==> src/rtl/dbl_pkg.sv <==
package dbl_pkg;
  localparam int ID_W   = 32;
  localparam int HALF_W = 16;
  localparam logic [ID_W-1:0] NONE_ID = 32'hFFFF_FFFF;

  localparam logic [7:0] OFF_SEND = 8'h0C;
  localparam logic [7:0] OFF_RECV = 8'h10;
  localparam logic [7:0] OFF_EN   = 8'h14;
  localparam logic [7:0] OFF_DIS  = 8'h18;
  localparam logic [7:0] OFF_CLR  = 8'h1C;

  typedef enum logic [2:0] {
    CMD_NONE, CMD_SEND, CMD_EN, CMD_DIS, CMD_CLR
  } cmd_e;

  // Decoder slots
  localparam int SLOT_BSEND = 0;
  localparam int SLOT_RSEND = 1;
  localparam int SLOT_EN    = 2;
  localparam int SLOT_DIS   = 3;
  localparam int SLOT_CLR   = 4;
  localparam int N_SLOTS    = 5;

  function automatic logic [ID_W-1:0] pack_id(logic [HALF_W-1:0] c, logic [HALF_W-1:0] s);
    return {c, s};
  endfunction

  function automatic logic [HALF_W-1:0] id_client(logic [ID_W-1:0] w);
    return w[ID_W-1:HALF_W];
  endfunction

  function automatic logic [HALF_W-1:0] id_signal(logic [ID_W-1:0] w);
    return w[HALF_W-1:0];
  endfunction
endpackage

==> src/rtl/dbl_id_decode.sv <==
module dbl_id_decode
  import dbl_pkg::*;
#(
  parameter int NC = 4,
  parameter int NS = 8,
  localparam int NT = NC * NS
) (
  input  logic            act,
  input  logic [ID_W-1:0] id,
  output logic            in_range,
  output logic [NT-1:0]   hot
);
  int unsigned flat;

  always_comb begin
    in_range = (int'(id_client(id)) < NC) && (int'(id_signal(id)) < NS);
    flat     = int'(id_client(id)) * NS + int'(id_signal(id));
    hot      = '0;
    if (act && in_range) hot = {{(NT-1){1'b0}}, 1'b1} << flat;
  end
endmodule

==> src/rtl/dbl_signal_bank.sv <==
module dbl_signal_bank #(
  parameter int NT = 32
) (
  input  logic          clk,
  input  logic          rst,
  input  logic [NT-1:0] set_vec,
  input  logic [NT-1:0] clr_vec,
  input  logic [NT-1:0] en_set_vec,
  input  logic [NT-1:0] en_clr_vec,
  output logic [NT-1:0] pend_q,
  output logic [NT-1:0] en_q
);
  for (genvar i = 0; i < NT; i++) begin : g_cell
    always_ff @(posedge clk) begin
      if (rst) begin
        pend_q[i] <= 1'b0;
        en_q[i]   <= 1'b0;
      end else begin
        // a send in the same cycle outranks a clear
        pend_q[i] <= set_vec[i] | (pend_q[i] & ~clr_vec[i]);
        en_q[i]   <= en_set_vec[i] | (en_q[i] & ~en_clr_vec[i]);
      end
    end
  end
endmodule

==> src/rtl/dbl_prio_pick.sv <==
module dbl_prio_pick
  import dbl_pkg::*;
#(
  parameter int NC = 4,
  parameter int NS = 8,
  localparam int NT = NC * NS
) (
  input  logic [NT-1:0]     live,
  output logic              hit,
  output logic [HALF_W-1:0] cid,
  output logic [HALF_W-1:0] sid
);
  always_comb begin
    hit = 1'b0;
    cid = '0;
    sid = '0;
    // scan from the top so the lowest live entry is the last written
    for (int c = NC - 1; c >= 0; c--) begin
      for (int s = NS - 1; s >= 0; s--) begin
        if (live[c*NS + s]) begin
          hit = 1'b1;
          cid = HALF_W'(c);
          sid = HALF_W'(s);
        end
      end
    end
  end
endmodule

==> src/rtl/dbl_irq_ctrl.sv <==
module dbl_irq_ctrl
  import dbl_pkg::*;
#(
  parameter int NUM_CLIENTS = 4,
  parameter int NUM_SIGNALS = 8,
  parameter int ADDR_W      = 8
) (
  input  logic              clk,
  input  logic              rst,
  input  logic              bus_sel,
  input  logic              bus_we,
  input  logic [ADDR_W-1:0] bus_addr,
  input  logic [31:0]       bus_wdata,
  output logic [31:0]       bus_rdata,
  input  logic              rmt_send_vld,
  input  logic [31:0]       rmt_send_id,
  output logic              irq_out
);
  localparam int NT = NUM_CLIENTS * NUM_SIGNALS;

  cmd_e cmd;
  logic wr_stb;
  logic rd_recv;

  always_comb begin
    wr_stb = bus_sel && bus_we;
    cmd    = CMD_NONE;
    if (wr_stb) begin
      if      (bus_addr == ADDR_W'(OFF_SEND)) cmd = CMD_SEND;
      else if (bus_addr == ADDR_W'(OFF_EN))   cmd = CMD_EN;
      else if (bus_addr == ADDR_W'(OFF_DIS))  cmd = CMD_DIS;
      else if (bus_addr == ADDR_W'(OFF_CLR))  cmd = CMD_CLR;
    end
    rd_recv = bus_sel && !bus_we && (bus_addr == ADDR_W'(OFF_RECV));
  end

  logic [ID_W-1:0] dec_id   [N_SLOTS];
  logic            dec_act  [N_SLOTS];
  logic            dec_ok   [N_SLOTS];
  logic [NT-1:0]   dec_hot  [N_SLOTS];

  always_comb begin
    for (int k = 0; k < N_SLOTS; k++) begin
      dec_id[k]  = bus_wdata;
      dec_act[k] = 1'b0;
    end
    dec_id[SLOT_RSEND]  = rmt_send_id;
    dec_act[SLOT_BSEND] = (cmd == CMD_SEND);
    dec_act[SLOT_RSEND] = rmt_send_vld;
    dec_act[SLOT_EN]    = (cmd == CMD_EN);
    dec_act[SLOT_DIS]   = (cmd == CMD_DIS);
    dec_act[SLOT_CLR]   = (cmd == CMD_CLR);
  end

  for (genvar k = 0; k < N_SLOTS; k++) begin : g_dec
    dbl_id_decode #(.NC(NUM_CLIENTS), .NS(NUM_SIGNALS)) u_dec (
      .act      (dec_act[k]),
      .id       (dec_id[k]),
      .in_range (dec_ok[k]),
      .hot      (dec_hot[k])
    );
  end

  // named event wires, also observed by the checker
  logic [NT-1:0] set_vec, clr_vec, en_set_vec, en_clr_vec;
  logic [NT-1:0] pend_q, en_q, live;

  assign set_vec    = dec_hot[SLOT_BSEND] | dec_hot[SLOT_RSEND];
  assign clr_vec    = dec_hot[SLOT_CLR];
  assign en_set_vec = dec_hot[SLOT_EN];
  assign en_clr_vec = dec_hot[SLOT_DIS];

  dbl_signal_bank #(.NT(NT)) u_bank (
    .clk        (clk),
    .rst        (rst),
    .set_vec    (set_vec),
    .clr_vec    (clr_vec),
    .en_set_vec (en_set_vec),
    .en_clr_vec (en_clr_vec),
    .pend_q     (pend_q),
    .en_q       (en_q)
  );

  assign live = pend_q & en_q;

  logic              pick_hit;
  logic [HALF_W-1:0] pick_cid, pick_sid;
  logic [ID_W-1:0]   rx_id;

  dbl_prio_pick #(.NC(NUM_CLIENTS), .NS(NUM_SIGNALS)) u_pick (
    .live (live),
    .hit  (pick_hit),
    .cid  (pick_cid),
    .sid  (pick_sid)
  );

  assign rx_id     = pick_hit ? pack_id(pick_cid, pick_sid) : NONE_ID;
  assign irq_out   = pick_hit;
  assign bus_rdata = rd_recv ? rx_id : '0;
endmodule

==> config.mk <==
export PLATFORM = sky130hd
export DESIGN_NAME = dbl_irq_ctrl
export DESIGN_NICKNAME = d
export VERILOG_FILES = /design/src/rtl/dbl_pkg.sv /design/src/rtl/dbl_id_decode.sv /design/src/rtl/dbl_signal_bank.sv /design/src/rtl/dbl_prio_pick.sv /design/src/rtl/dbl_irq_ctrl.sv
export SDC_FILE = /design/constraint.sdc
export NUM_CORES = 1
export LEC_CHECK = 0
export ABC_AREA = 1
export BUFFER_PORTS_ARGS = -buffer_cell sky130_fd_sc_hd__buf_4
export CORE_MARGIN = 5
export CORE_UTILIZATION = 34
export CTS_CLUSTER_SIZE = 28
export DETAILED_ROUTE_END_ITERATION = 7
export GPL_TIMING_DRIVEN = 0
export HOLD_SLACK_MARGIN = 0.05
export SLEW_MARGIN = 20
export SYNTH_ARGS = -nofsm -noshare
export SYNTH_HDL_FRONTEND = slang
export SYNTH_SLANG_ARGS = --single-unit
==> constraint.sdc <==
create_clock -name clk -period 4.2 [get_ports clk]
set_clock_uncertainty 0.1 [all_clocks]
set_input_delay 0.21 -clock clk [delete_from_list [all_inputs] [get_ports clk]]
set_output_delay 0.21 -clock clk [all_outputs]
set_load 0.005 [all_outputs]
* Word level (Yosys, flattened, before mapping)
Cells that the tools add are included.
Widths: inputs -> output; s select.
** Word-level totals
- Latch bits :: 0
- Input port bits :: 77
- Memory bits (writable) :: 0
- Bits in read-only memories :: 0
- Output and inout bits :: 33
- Memories kept :: 0
- Logic and storage cells :: 394
- Register bits :: 64
** Operators by class
- Mux-type cells :: 108
- Div/mod/pow operators :: 0
- Shifts and indexed selects :: 2
- Add/subtract/negate cells :: 2
- Multipliers :: 0
- Order comparisons :: 4
- Reduce and logical (&&, ||, !) cells :: 11
- Equality and inequality tests :: 9
- Bitwise gates (word level) :: 194
** Operators with widths (count)
- $mux 32 :: 7
- $mux 3 :: 37
- $and 1x1->1 :: 64
- $mux 2 :: 32
- $not 1->1 :: 64
- $or 1x1->1 :: 64
- $shl 1x32->32 const A :: 2
- $add 19x16->20 :: 2
- $and 32x32->32 :: 1
- $eq 8x5->1 const B :: 4
- $lt 16x3->1 const B :: 2
- $lt 16x4->1 const B :: 2
- $mux 1 :: 32
- $or 32x32->32 :: 1
- $logic_and 1x1->1 :: 10
- $eq 8x4->1 const B :: 1
- $eq 3x2->1 const B :: 2
- $eq 3x1->1 const B :: 1
- $eq 3x3->1 const B :: 1
- $logic_not 1->1 :: 1

* Logic depth before layout (Yosys ltp)
Gate-level depths: netlist of the first run.
- Depth after elaboration :: 35
- Gate-level depth with buffers :: 34
- Mapped depth without buffers :: 34

* Hierarchy
From an unflattened synthesis of the first run, not the netlist that was laid out.
** Second synthesis, totals
- Cell total of the unflattened synthesis :: 2027
- Area, all modules :: 11140.7 um2
** Modules (own cells, without submodules)
- dbl_id_decode at g_dec[0].u_dec ... :: cells an instance 273, sequential area each 0.0 um2, instances 4, area each 1326.3 um2
- dbl_signal_bank :: cells an instance 327, sequential area each 1281.2 um2, instances 1, area each 2723.9 um2
- dbl_id_decode at g_dec[2].u_dec :: cells an instance 271, sequential area each 0.0 um2, instances 1, area each 1328.8 um2
- dbl_irq_ctrl :: cells an instance 206, sequential area each 0.0 um2, instances 1, area each 1142.3 um2
- dbl_prio_pick :: cells an instance 131, sequential area each 0.0 um2, instances 1, area each 640.6 um2

* Least setup slack after synthesis of the first run
OpenSTA, ideal clock, no wires.
- Path type :: register to output
- Start :: register u_bank.pend_q[23]
- End :: output bus_rdata[16]
- Arrival :: 2.482 ns
- Buffers on the path :: 0
- Cell stages (with the launch flop) :: 9
- Required time :: 3.890 ns
- Path slack :: 1.408 ns
- Cell sequence :: dfxtp_1 -> nand2_1 -> nand2_1 -> nor2_1 -> nand2_1 -> or4_1 -> nor2_1 -> inv_1 -> o21ai_0
** Between the ends
- Word-level cells in the longest chain between the ends :: 27
- Elaborated cells on any way between the ends :: 51
- Classes of those cells :: 50 x mux; 1 x bitwise
** Ends and longest elaborated chain
- from (decl) :: line dbl_signal_bank.sv:10 : output logic [NT-1:0] pend_q,
- from (signal, indexed assignment) :: line dbl_signal_bank.sv:20 : pend_q[i] <= set_vec[i] | (pend_q[i] & ~clr_vec[i]);
- $and 32x32->32 :: line dbl_irq_ctrl.sv:84 : assign live = pend_q & en_q;
- $mux 1 (24 in series) :: line dbl_prio_pick.sv:20 : if (live[c*NS + s]) begin
- net irq_out :: line dbl_irq_ctrl.sv:17 : output logic irq_out
- $mux 32 :: line dbl_irq_ctrl.sv:97 : assign rx_id = pick_hit ? pack_id(pick_cid, pick_sid) : NONE_ID;
- $mux 32 :: line dbl_irq_ctrl.sv:99 : assign bus_rdata = rd_recv ? rx_id : '0;
- to (decl) :: line dbl_irq_ctrl.sv:14 : output logic [31:0] bus_rdata,
The timed path passes the listed nets, and every way through them passes these cells.

* Worst setup path after layout of the first run
- Start :: input bus_wdata[3]
- End :: register u_bank.pend_q[23]
** Between the ends
- Word-level cells in the longest chain between the ends :: 7
- Elaborated cells on any way between the ends :: 12
- Classes of those cells :: 1 x add/sub; 1 x order compare; 1 x shift; 2 x mux; 4 x bitwise; 3 x reduce/logical
** Ends and longest elaborated chain
- from (decl) :: line dbl_irq_ctrl.sv:13 : input logic [31:0] bus_wdata,
- parallel branches: the longest is 6 deep, another holds $add 19x16->20
- $or 1x1->1 * :: line dbl_signal_bank.sv:20
Every way passes the cells marked *.
A chain may end at the register's enable or synchronous reset.

==> flow_summary.yaml, run 1 <==
cts:
  cts.sinks: 64
  cts_resized: 0
  max-clock-path-buffers: 2
  clk_latency_ns: 0.33
  cts_setup_buffers: 0
  cts_buffers: 9
  cts_tree: "done"
  cts_hold_buffers: 0
  cts.clk_slew.worst_paths_ns: 0.05
  cts-htree-levels: 3
  cts_root_buf: "clkbuf_16"
place:
  io_buffers: 107
  routabilityCongestion: 0.963
  dp_hpwl_microns: 12800
cells_and_area:
  drive_above_1_share: 0.198
  fillers: 1451
  syn2layout_area_growth_pct: 28.2
  layout_common_cells: "nand2_1 (166), buf_4 (133), a21oi_1 (67), dfxtp_1 (64), o21ai_0 (60)"
  final_common_cell: "nand2_1"
  antenna_cells: 0
  fin_nets: 964
drt:
  avgViaCountPerCell: 5.14
  ant_nets: 0
  detail_route.wl_per_cell_microns: 15.3
  dr.pass1.iters: 5
  vias: 5362
  drc: 0
  drt_iter0_drc: 389
  drt_wl_total_microns: 16000
critical_path:
  crit_path_start_kind: "primary input"
  worstPathMaxFanout: 4
  cp-end-kind: "flip-flop"
  worstPathArrival_ns: 3.17
  critPathKind: "in2reg"
  cp_data_required_time_ns: 4.36
floorplanning:
  fp.coreArea_sq_um: 13800
  die_h_microns: 128
  rows: 43
  start_util: 0.344
  die-area_sq_um: 16500
  io_pins: 110
  dieWidth_microns: 128
yosys:
  ys_warn_count: 0
  ys_types: 37
  ys_seq_area_frac: 0.269
  synthCells: 740
  synth_edf_count: 0
  syn_nets: 845
  synth_area_leaders: "dfxtp_1 (27%), nand2_1 (13%), a21oi_1 (7.0%)"
  yosys.area.top_type: "dfxtp_1"
  syn_area_per_cell_sq_um: 6.43
  synthFlopType: "dfxtp_1"
  synthArstFlopShare: 0
  ys_ff_latch: 64
  netlist_area_sq_um: 4760
  yosys.area.top_type_share: 0.269
global_routing:
  grt_remaining_overflow: 0
  antenna_found_initial: 0
  grt_max_degree: 24
  first_global_vias: 4983
  grt_usage: 0.190
  grt_pass1_wl_microns: 25000
power:
  power_density_nw_per_um2: 265
  peakVddDrop_v: 0.000190
  power_leakage_uw: 0.00258
sta:
  worst_pin_slew_ns: 0.806
  setup_tns_ns: 0
  slew_headroom: 0.462
  fmax_mhz: 333
  whs_ns: 0.128
  finalCriticalPeriod_ns: 3.01
  period_share: 0.716
  rsz0062_at_grt: "no"
  slew_violations: 0
  setup_viol: 0
  finalHoldViolCount: 0
worst_hold_path:
  hp-class: "in2reg"
run:
  max_cap_violations: 0
run_status:
  status: "finished, final reports clean"
==> layer usage <==
| layer | track usage | wire (microns) |
|---|---|---|
| met5 | 0 | 0 |
| met4 | 0.0574 | 328 |
| met3 | 0.0350 | 1320 |
| met2 | 0.308 | 7160 |
| met1 | 0.257 | 7180 |
==> through the flow <==
stage,worst slack (ns),area (sq um),cells,util,power (uW)
2_1_floorplan,1.41,4760,740,-,758
3_3_place_gp,0.811,5790,1027,0.419,867
3_5_place_dp,0.882,5800,1028,0.420,868
4_1_cts,1.21,6100,1044,0.441,1620
5_1_grt,0.868,6100,1044,0.441,1670
6_report,1.19,6100,1044,0.441,1620
==> report_power, final <==
| part | internal, uW | total, uW | switching, uW |
|---|---|---|---|
| sequential | 608 | 608 | 0.000000000000792 |
| combinational | 99.1 | 249 | 150 |
| clock | 490 | 759 | 269 |
| total | 1200 | 1620 | 419 |
==> worst max-delay path: stages <==
cell	delay (ns)
buf_4	0.12
ha_1	0.21
fa_1	0.42
a31oi_2	0.26
xor2_1	0.17
nand3_1	0.10
nor3_1	0.23
nand4_1	0.12
nor2_1	0.13
nand2_1	0.11
nor2_2	0.12
nand2_1	0.10
nor2_1	0.36
nand2_1	0.15
o22ai_1	0.18
inv_1	0.06
a21oi_1	0.12
==> worst paths after layout <==
path | start | to | slack [ns] | cells after the start
worst min register to register | u_bank.en_q[19] | u_bank.en_q[19] | 0.37 | 2
worst max-delay path | bus_wdata[3] | u_bank.pend_q[23] | 1.19 | 17
worst max register to register | u_bank.pend_q[10] | u_bank.pend_q[10] | 3.33 | 4
worst min-delay path | rmt_send_id[1] | u_bank.pend_q[28] | 0.13 | 4
==> layout make-up <==
cell class	instances	area [sq um]	share of cell area
buffer	54	300	0.0492
sequential	64	1280	0.210
clock buffer	13	260	0.0426
clock inverter	3	40.0	0.00656
multi-input combinational	558	2940	0.482
timing repair buffer	108	815	0.133
tap	180	225	0.0369
inverter	64	240	0.0394
==> logic make-up (layout without fill, tap and decap cells) <==
logic type               after synthesis  after routing  share of synthesized area
buffers and inverters                118            242                      0.114
AND/OR/NAND/NOR                      335            335                      0.310
adder cells (fa/ha/maj)               28             28                     0.0768
XOR/XNOR                              10             10                     0.0184
flip-flops                            64             64                      0.269
AO/OA/AOI/OAI                        185            185                      0.212
==> cells in the mapped netlist, types with 4 or more instances <==
cell / number
nor2_2: 16
a31oi_1: 6
clkbuf_1: 26
buf_4: 26
nand2_1: 166
o22ai_1: 20
nand4_1: 9
o21ai_0: 60
or2_0: 4
nor2_1: 52
xor2_1: 8
o21ai_1: 18
nor4_1: 21
inv_1: 59
nand3_1: 53
dfxtp_1: 64
nor3_1: 8
ha_1: 26
a21oi_1: 67
==> state kept, by name (all words and copies together), names as in the netlist <==
signal         cells
u_bank.pend_q     32
u_bank.en_q       32
Power figures use the tool's default switching activity.
==> run 2, diff against run 1 <==
- ABC_AREA: 1 -> 0
- clock period: 4.2 -> 2.7 ns (I/O delays scaled with it)
==> run 2 against run 1 <==
  * Core utilization is 0.090 points lower
  * Setup slack worse by 1.0 ns
  * Sequential power is 55% higher
  * Area after synthesis is 24% higher
  * Global-route usage is 1.8 points higher
  * First-iteration DRC count is 51% higher
  * Flip-flop and latch count stayed put
  * Design area is 24% higher
  * Largest cell class unchanged
  * Largest power group unchanged
==> flow_summary.yaml, run 2 <==
drt:
  met3_length_microns: 1560
  met1Wirelength_microns: 9370
  avgViaCountPerCell: 5.78
  ant_nets: 0
  vias: 6746
  drt_iter0_drc: 588
  wl_met2_microns: 9820
  drc: 0
  drt_wl_total_microns: 21300
  top_layer: "met4"
  dr.pass1.iters: 5
  detail_route.wl_per_cell_microns: 18.2
yosys:
  yosys.area.top_type: "dfxtp_1"
  ys_warn_count: 0
  netlist_area_sq_um: 5910
  ys_ff_latch: 64
  syn_area_per_cell_sq_um: 7.28
  synthCells: 812
  synth.most_common_cell: "nand2_1"
  ys_types: 56
  synthFlopType: "dfxtp_1"
  yosys.area.top_type_share: 0.217
  synth_area_leaders: "dfxtp_1 (22%), nand2_1 (8.0%), o32a_1 (5.6%)"
  synth_edf_count: 0
  syn_nets: 917
  ys_seq_area_frac: 0.217
  ys_top_cells_by_count: "nand2_1 (126), nor2_1 (76), dfxtp_1 (64), clkbuf_1 (52), nand3_1 (48)"
  synthArstFlopShare: 0
critical_path:
  reg2reg_to: "u_bank.pend_q[16]"
  crit_buf_inv: 3
  crit_path_top_delay_cell: "fa_1"
  path_cells: "buf_4, ha_1, fa_1, a211oi_2, o21bai_1, a21oi_1, o2111ai_1, and3_1, clkbuf_1, clkbuf_2, o32a_1, nand2_1"
  timing.rr.start: "u_bank.pend_q[16]"
  worstPathArrival_ns: 2.72
  critPathTopFamily: "compound AO/OA/AOI/OAI gates"
  rrSetupSlack_ns: 1.81
  crit_path_start_kind: "primary input"
  critical-path-max-stage-delay_ns: 0.42
  cp_data_required_time_ns: 2.88
  critPathKind: "in2reg"
  worstPathMaxFanout: 10
  cp-end-kind: "flip-flop"
  reg2reg_depth: 3
run_status:
  status: "finished, final reports clean"
worst_hold_path:
  hold-path-endpoint: "u_bank.pend_q[5]"
  hp-class: "in2reg"
  min_from: "rmt_send_id[0]"
  whs_path_depth: 4
global_routing:
  grt_usage: 0.208
  first_global_vias: 6422
  grt_max_degree: 15
  grt_pass1_wl_microns: 33600
  grt_remaining_overflow: 0
  antenna_found_initial: 0
floorplanning:
  die-area_sq_um: 20100
  dieWidth_microns: 142
  die_h_microns: 142
  rows: 48
  start_util: 0.344
  io_pins: 110
  fp.coreArea_sq_um: 17200
cells_and_area:
  top_regs: "u_bank.en_q x32, u_bank.pend_q x32"
  fin_nets: 1043
  syn2layout_area_growth_pct: 27.9
  final_common_cell: "buf_4"
  antenna_cells: 0
  layout_common_cells: "buf_4 (142), nand2_1 (126), nor2_1 (75), dfxtp_1 (64), nand3_1 (46)"
  drive_above_1_share: 0.224
cts:
  cts-htree-levels: 3
  max-clock-path-buffers: 2
  cts.clk_slew.worst_paths_ns: 0.05
  cts_tree: "done"
  cts.sinks: 64
  cts_root_buf: "clkbuf_16"
  cts_buffers: 9
  clk_latency_ns: 0.33
power:
  p_total_uw: 2960
  power_density_nw_per_um2: 391
  peakVddDrop_v: 0.000346
  power_leakage_uw: 0.00281
run:
  max_cap_violations: 0
place:
  dp_hpwl_microns: 16500
  io_buffers: 106
  place_ws_ns: -0.532
  routabilityCongestion: 0.903
sta:
  setup_viol: 0
  fmax_mhz: 393
  post-route-worst-setup-slack_ns: 0.153
  slew_violations: 0
  period_share: 0.943
  finalHoldViolCount: 0
  worst_pin_slew_ns: 0.876
  slew_headroom: 0.414
  finalCriticalPeriod_ns: 2.55
## run 2: logic make-up after synthesis
family / synth area share
DFF: 0.217
xor gates and xnor gates: 0.0104
muxes: 0.00360
adders and majority gates: 0.0618
AOI/OAI and AO/OA: 0.228
buffers and inverters: 0.0849
and+or+nand+nor: 0.395
## run 2: layer usage
layer  vias to the layer above  GRT usage
met2                       277      0.340
met5                         -          0
met4                         0     0.0662
met1                      3119      0.280
li1                       3314          -
met3                        36     0.0330
## run 2: cell type report
cell class                 count  area (sq um)
buffer                        94           490
clock inverter                 7           120
tap                          225           282
timing repair buffer         115           880
inverter                       8          30.0
sequential                    64          1280
multi-input combinational    646          4260
clock buffer                   9           225
fill                        1769          9610
## run 2: report_power, final
group	switching [uW]	total, uW	internal (uW)
combinational	436	663	228
clock	450	1350	903
sequential	0.0000000000138	944	944
## run 2: worst max-delay path by stage
stage | startpoint | to | cells past startpoint
final | rmt_send_id[3] | u_bank.pend_q[4] | 12
after global routing | bus_wdata[9] | u_bank.pend_q[1] | 11
after CTS | rmt_send_id[3] | u_bank.pend_q[21] | 12
after global placement | bus_addr[1] | bus_rdata[21] | 7
after detailed placement | bus_wdata[3] | u_bank.pend_q[3] | 11
after floorplan | bus_addr[1] | bus_rdata[10] | 5
## run 2: tightest hold or removal path: stages
cell and delay (ns):
buf_4 0.13, nand4_1 0.09, o32a_1 0.18, nand2_1 0.06
## run 2: metrics by stage
step	hold slack [ns]	setup TNS, ns	utilization	cell area (sq um)	cells
2_1_floorplan	0.299	0	-	5910	812
3_3_place_gp	0.431	-48.92	0.407	6990	1143
3_5_place_dp	0.454	-36.05	0.410	7040	1145
4_1_cts	0.192	0	0.435	7470	1164
5_1_grt	0.226	-1.29	0.440	7560	1168
6_report	0.197	0	0.440	7560	1168
## run 2: what timing repair did
action / CTS / global route
pin swaps: 2 / 2
setup endpoints to repair: 89 / 75
gates cloned: 1 / 0
hold buffers: 0 / 0
buffers inserted: 3 / 4
resized for setup: 12 / 31
